## src/rtl/lgw_pkg.sv

```systemverilog
package lgw_pkg;
  typedef struct packed {
    logic claimGo;
    logic doneGo;
  } lgwStrobes_t;
endpackage

```

## src/rtl/lgw_ctrl.sv

```systemverilog
module lgw_ctrl
  import lgw_pkg::*;
#(
  parameter int NumSrc = 24,
  parameter int IdW = (NumSrc > 1) ? $clog2(NumSrc) : 1
) (
  input  logic           claimValid,
  input  logic [IdW-1:0] claimId,
  input  logic           completeValid,
  input  logic [IdW-1:0] completeId,
  output lgwStrobes_t    strobes
);
  localparam int unsigned LastId = NumSrc - 1;

  logic claimIdOk;
  logic doneIdOk;
  logic sameId;

  // An ID is usable only if it is nonzero and names an existing source.
  assign claimIdOk = (claimId != '0) && (32'(claimId) <= LastId);
  assign doneIdOk  = (completeId != '0) && (32'(completeId) <= LastId);
  assign sameId    = (claimId == completeId);

  always_comb begin
    strobes = '0;
    strobes.claimGo = claimValid && claimIdOk;
    // A claim of the same ID in the same cycle takes precedence.
    strobes.doneGo = completeValid && doneIdOk && !(strobes.claimGo && sameId);
  end

  always_comb begin
    if (strobes.claimGo && strobes.doneGo) begin
      AST_CONFLICT_DROPPED: assert (claimId != completeId);
    end
  end
endmodule

```

## src/rtl/lgw_cell.sv

```systemverilog
module lgw_cell (
  input  logic clk,
  input  logic rst,
  input  logic level,
  input  logic claimHit,
  input  logic doneReq,
  output logic pendingQ,
  output logic claimedQ
);
  logic hiddenQ;
  logic doneHit;
  logic busyNext;
  logic pendingNext;

  // A completion only counts against a source that is claimed.
  assign doneHit  = doneReq && claimedQ;
  assign busyNext = claimHit || (claimedQ && !doneHit);

  always_comb begin
    if (claimHit) begin
      pendingNext = 1'b0;
    end else begin
      pendingNext = pendingQ || (doneHit && hiddenQ) || (level && !claimedQ);
    end
  end

  always_ff @(posedge clk) begin
    if (rst) begin
      pendingQ <= 1'b0;
      claimedQ <= 1'b0;
      hiddenQ  <= 1'b0;
    end else begin
      pendingQ <= pendingNext;
      claimedQ <= busyNext;
      hiddenQ  <= level && busyNext;
    end
  end

  AST_REPEND: assert property (@(posedge clk) disable iff (rst)
    (doneHit && hiddenQ && !claimHit) |=> pendingQ);
  AST_HIDDEN_NEEDS_CLAIM: assert property (@(posedge clk) disable iff (rst)
    hiddenQ |-> claimedQ);
endmodule

```

## src/rtl/lgw_datapath.sv

```systemverilog
module lgw_datapath
  import lgw_pkg::*;
#(
  parameter int NumSrc = 24,
  parameter int IdW = (NumSrc > 1) ? $clog2(NumSrc) : 1
) (
  input  logic              clk,
  input  logic              rst,
  input  logic [NumSrc-1:0] srcLevel,
  input  lgwStrobes_t       strobes,
  input  logic [IdW-1:0]    claimId,
  input  logic [IdW-1:0]    completeId,
  output logic [NumSrc-1:0] pendingVec,
  output logic [NumSrc-1:0] claimedVec
);
  logic [NumSrc-1:0] claimHitVec;
  logic [NumSrc-1:0] doneReqVec;

  for (genvar g = 0; g < NumSrc; g++) begin : gSrc
    localparam logic [IdW-1:0] MyId = IdW'(g);

    assign claimHitVec[g] = strobes.claimGo && (claimId == MyId);
    assign doneReqVec[g]  = strobes.doneGo && (completeId == MyId);

    if (g == 0) begin : gReserved
      assign pendingVec[g] = 1'b0;
      assign claimedVec[g] = 1'b0;
    end else begin : gLive
      lgw_cell u_cell (
        .clk      (clk),
        .rst      (rst),
        .level    (srcLevel[g]),
        .claimHit (claimHitVec[g]),
        .doneReq  (doneReqVec[g]),
        .pendingQ (pendingVec[g]),
        .claimedQ (claimedVec[g])
      );
    end

    AST_CLAIM_TAKES: assert property (@(posedge clk) disable iff (rst)
      (claimHitVec[g] && g != 0) |=> (!pendingVec[g] && claimedVec[g]));
    AST_BLOCKED_WHILE_CLAIMED: assert property (@(posedge clk) disable iff (rst)
      (claimedVec[g] && !pendingVec[g] && !doneReqVec[g]) |=> !pendingVec[g]);
    AST_STICKY_PENDING: assert property (@(posedge clk) disable iff (rst)
      (pendingVec[g] && !claimHitVec[g]) |=> pendingVec[g]);
    AST_STRAY_COMPLETE: assert property (@(posedge clk) disable iff (rst)
      (!claimedVec[g] && !claimHitVec[g]) |=> !claimedVec[g]);
    AST_UNCLAIMED_RISE: assert property (@(posedge clk) disable iff (rst)
      (srcLevel[g] && !claimedVec[g] && !claimHitVec[g] && g != 0) |=> pendingVec[g]);
  end

  AST_SRC0_QUIET: assert property (@(posedge clk) disable iff (rst)
    !strobes.claimGo || claimId != '0);
endmodule

```

## src/rtl/lgw_gateway.sv

```systemverilog
module lgw_gateway
  import lgw_pkg::*;
#(
  parameter int NumSrc = 24,
  parameter int IdW = (NumSrc > 1) ? $clog2(NumSrc) : 1
) (
  input  logic              clk,
  input  logic              rst,
  input  logic [NumSrc-1:0] srcLevel,
  input  logic              claimValid,
  input  logic [IdW-1:0]    claimId,
  input  logic              completeValid,
  input  logic [IdW-1:0]    completeId,
  output logic [NumSrc-1:0] pending,
  output logic [NumSrc-1:0] claimed
);
  lgwStrobes_t strobes;

  lgw_ctrl #(.NumSrc(NumSrc), .IdW(IdW)) u_ctrl (
    .claimValid    (claimValid),
    .claimId       (claimId),
    .completeValid (completeValid),
    .completeId    (completeId),
    .strobes       (strobes)
  );

  lgw_datapath #(.NumSrc(NumSrc), .IdW(IdW)) u_dp (
    .clk        (clk),
    .rst        (rst),
    .srcLevel   (srcLevel),
    .strobes    (strobes),
    .claimId    (claimId),
    .completeId (completeId),
    .pendingVec (pending),
    .claimedVec (claimed)
  );

  AST_RESET_CLEAR: assert property (@(posedge clk)
    rst |=> (pending == '0 && claimed == '0));
endmodule

```

## config.mk

```make
export PLATFORM = sky130hd
export DESIGN_NAME = lgw_gateway
export DESIGN_NICKNAME = d
export VERILOG_FILES = /design/src/rtl/lgw_pkg.sv /design/src/rtl/lgw_ctrl.sv /design/src/rtl/lgw_cell.sv /design/src/rtl/lgw_datapath.sv /design/src/rtl/lgw_gateway.sv
export SDC_FILE = /design/constraint.sdc
export NUM_CORES = 1
export LEC_CHECK = 0
export ABC_AREA = 0
export BUFFER_PORTS_ARGS = -buffer_cell sky130_fd_sc_hd__clkbuf_2
export CAP_MARGIN = 20
export CORE_MARGIN = 2
export CORE_UTILIZATION = 48
export CTS_CLUSTER_DIAMETER = 80
export DETAILED_ROUTE_END_ITERATION = 8
export PLACE_DENSITY = 0.74
export RECOVER_POWER = 100
export SETUP_SLACK_MARGIN = 0.1
export SYNTH_ARGS = -nofsm -noshare
export SYNTH_HDL_FRONTEND = slang
export SYNTH_SLANG_ARGS = --single-unit
```

## constraint.sdc

```tcl
create_clock -name clk -period 1.3 [get_ports clk]
set_input_delay 0.065 -clock clk [delete_from_list [all_inputs] [get_ports clk]]
set_output_delay 0.065 -clock clk [all_outputs]
set_load 0.05 [all_outputs]
```

==> qor.yml <==
outcome:
  status: "completed"
placed_design:
  dp_cells: 527
  gp_congestion: 0.853
  place_ws_ps: -65.2
  dp_hpwl_um: 5720
  io_buffers: 82
cts:
  cts.sinks: 69
  clockBufferDepth: 2
  clock_latency_ps: 350
  cts-buffers-inserted: 9
  post-cts-setup-buffers: 0
  tritoncts: "done"
  root_buffer: "clkbuf_8"
  clk_pin_slew_ps: 70
  h-tree-depth: 3
logic_synthesis:
  ys_seq_area_share_pct: 41.4
  synth_edf_count: 0
  synthArstFlopShare_pct: 0
  synth_area_um2: 3330
  ys_top_cells_by_area: "dfxtp_1, buf_4, a21oi_1"
  yosysWarnings: 0
  avgSynthCellArea_um2: 8.27
  synth_top_flop_cell: "dfxtp_1"
  syn_inst: 403
  synth_top_area_share_pct: 41.4
  ys_ff_latch: 69
  synth.distinct_cells: 37
  yosys.area.top_type: "dfxtp_1"
detailed_routing:
  drt-total-wl_um: 7670
  firstDrtPassIters: 4
  drt.antenna.violating_nets: 0
  drc: 0
  wl_per_cell_um: 13.6
  num_vias: 2903
  drt_iter0_markers: 162
  viasPerCell: 5.14
die:
  die_x_um: 87.3
  core_area_um2: 6760
  die_y_um: 87.3
  start_util_pct: 49.3
  io_pins: 86
  row_count: 30
  die_area_um2: 7630
final_layout:
  layout_common_cells: "clkbuf_2, dfxtp_1, a21oi_1"
  final_nets: 519
  final_common_cell: "clkbuf_2"
  antenna_cells: 0
  area_delta_synth_final_pct: 19.7
  fill_cells: 634
  layout-drive-gt1-share_pct: 24.5
  finish.cell_count_without_fillers: 565
  finalCoreUtilization_pct: 59.1
worst_setup_path:
  crit_type: "reg -> reg"
  rr_worst_depth: 4
  required_ps: 1540
  crit_end: "u_dp.gSrc[20].gLive.u_cell.pendingQ$_SDFF_PP0_"
  cpPeakStageDelay_ps: 380
  crit_chain: "nand2_1 -> nor4_1 -> o21ai_0 -> a221oi_1"
  reg2reg_slack_ps: 140
  critPathTopFamily: "compound AO/OA/AOI/OAI gates"
  reg2reg_from: "u_dp.gSrc[20].gLive.u_cell.claimedQ$_SDFF_PP0_"
  crit_path_max_fanout: 4
  startpoint_type: "register"
  crit_buf_inv: 0
  r2r-end: "u_dp.gSrc[20].gLive.u_cell.pendingQ$_SDFF_PP0_"
  worst_ep_arrival_time_ps: 1400
  crit_start: "u_dp.gSrc[20].gLive.u_cell.claimedQ$_SDFF_PP0_"
  crit_path_top_delay_cell: "dfxtp_1"
  crit_path_end_kind: "register"
  cp_num_cells: 4
timing:
  holdWs_ps: 37.9
  fin_crit_sh_pct: 89.5
  rsz0062_at_grt: "false"
  setup_slack_ps: 137
  fmax_mhz: 860
  clock-skew-final_ps: 2.77
  finalSetupViolCount: 0
  fin_crit_ps: 1160
  drv_slew: 0
  hold_viol: 0
global_route:
  antenna_found_initial: 0
  overflow: 0
  grt_use_total_pct: 20.7
  grt_pass1_vias: 2623
  grt_pass1_wl_um: 12100
  grt_max_degree: 32
flow_run:
  maxCapViolCount: 0
worst_hold_path:
  whs_path_depth: 2
  hp-class: "in -> reg"
pwr:
  p_per_area_nw_per_um2: 1140
  power.leakage_nw: 1.55
  ir_drop_mv: 0.573
## per-stage QoR
stage          total power, mW  setup TNS [ps]  cell area [um^2]
2_1_floorplan             2.84               0              3340
3_3_place_gp              2.96               0              3600
3_5_place_dp              2.97            -191              3600
4_1_cts                   4.60               0              4010
5_1_grt                   4.73               0              3990
6_report                  4.57               0              3990
## synthesized netlist by cell type, types with 3 or more instances
| cell | instances |
|---|---|
| xnor2_1 | 4 |
| nand2b_1 | 5 |
| nor2_1 | 37 |
| a211oi_1 | 8 |
| nor3b_1 | 18 |
| a21oi_1 | 46 |
| a221oi_1 | 3 |
| and2_1 | 6 |
| nand4b_1 | 3 |
| nand3b_1 | 3 |
| o21ai_0 | 5 |
| inv_1 | 23 |
| nand2_1 | 41 |
| nor2b_1 | 4 |
| or3_1 | 8 |
| clkbuf_1 | 7 |
| buf_4 | 49 |
| nor3_1 | 18 |
| buf_2 | 8 |
| dfxtp_1 | 69 |
| o31a_1 | 12 |
| nand4bb_1 | 3 |
## worst min-delay path by stage
stage | from | end
after CTS | rst | u_dp.gSrc[19].gLive.u_cell.pendingQ$_SDFF_PP0_
after detailed placement | srcLevel[17] | u_dp.gSrc[17].gLive.u_cell.hiddenQ$_SDFF_PP0_
after global placement | srcLevel[18] | u_dp.gSrc[18].gLive.u_cell.hiddenQ$_SDFF_PP0_
after floorplan | srcLevel[16] | u_dp.gSrc[16].gLive.u_cell.hiddenQ$_SDFF_PP0_
final | rst | u_dp.gSrc[19].gLive.u_cell.pendingQ$_SDFF_PP0_
after global routing | rst | u_dp.gSrc[19].gLive.u_cell.pendingQ$_SDFF_PP0_
## state kept, by name, summed over array words and instances, names as in the netlist
register / cells
u_dp.gSrc.gLive.u_cell.pendingQ: 23
u_dp.gSrc.gLive.u_cell.claimedQ: 23
u_dp.gSrc.gLive.u_cell.hiddenQ: 23
## layer usage
metal	GRT usage, %	share of wire [%]	vias up
li1	-	-	1491
met1	26.5	46	1320
met2	32.6	46	79
met3	4.93	5.5	13
met4	9.79	2.0	0
met5	0	0	-
## layout make-up
type                    count  area, um^2  share of cell area [%]
multi-input cells         248        1430                    35.9
flip-flops and latches     69        1380                    34.6
repair buffers            130         815                    20.4
clock buffers              14         173                    4.33
well taps                  80         100                    2.51
inverters                  23        86.3                    2.16
clock inverters             1        5.00                   0.125
## worst reg2reg max path: stages (launching register included)
cell,delay (ps)
dfxtp_1,380
nand2_1,70
nor4_1,170
o21ai_0,120
a221oi_1,310
## power by group
part	leakage, nW	switching [mW]	total (mW)	internal (mW)
Sequential	0.564	0.0396	2.22	2.18
Combinational	0.897	0.482	0.756	0.274
Clock	0.0926	0.753	1.59	0.837
## logic make-up after synthesis
group	share of synthesized area [%]
other cells	0.113
simple gates	27.3
xor+xnor	1.05
flops	41.4
buf+inv	15.6
compound gates	14.5
## what timing repair did
item | in CTS | in global routing
endpoints found under the hold margin | 23 | 0
hold buffers | 23 | 0
setup endpoints to repair | 0 | 2
resized for setup | 0 | 2
Note: power is estimated with default switching activity, not from simulation.
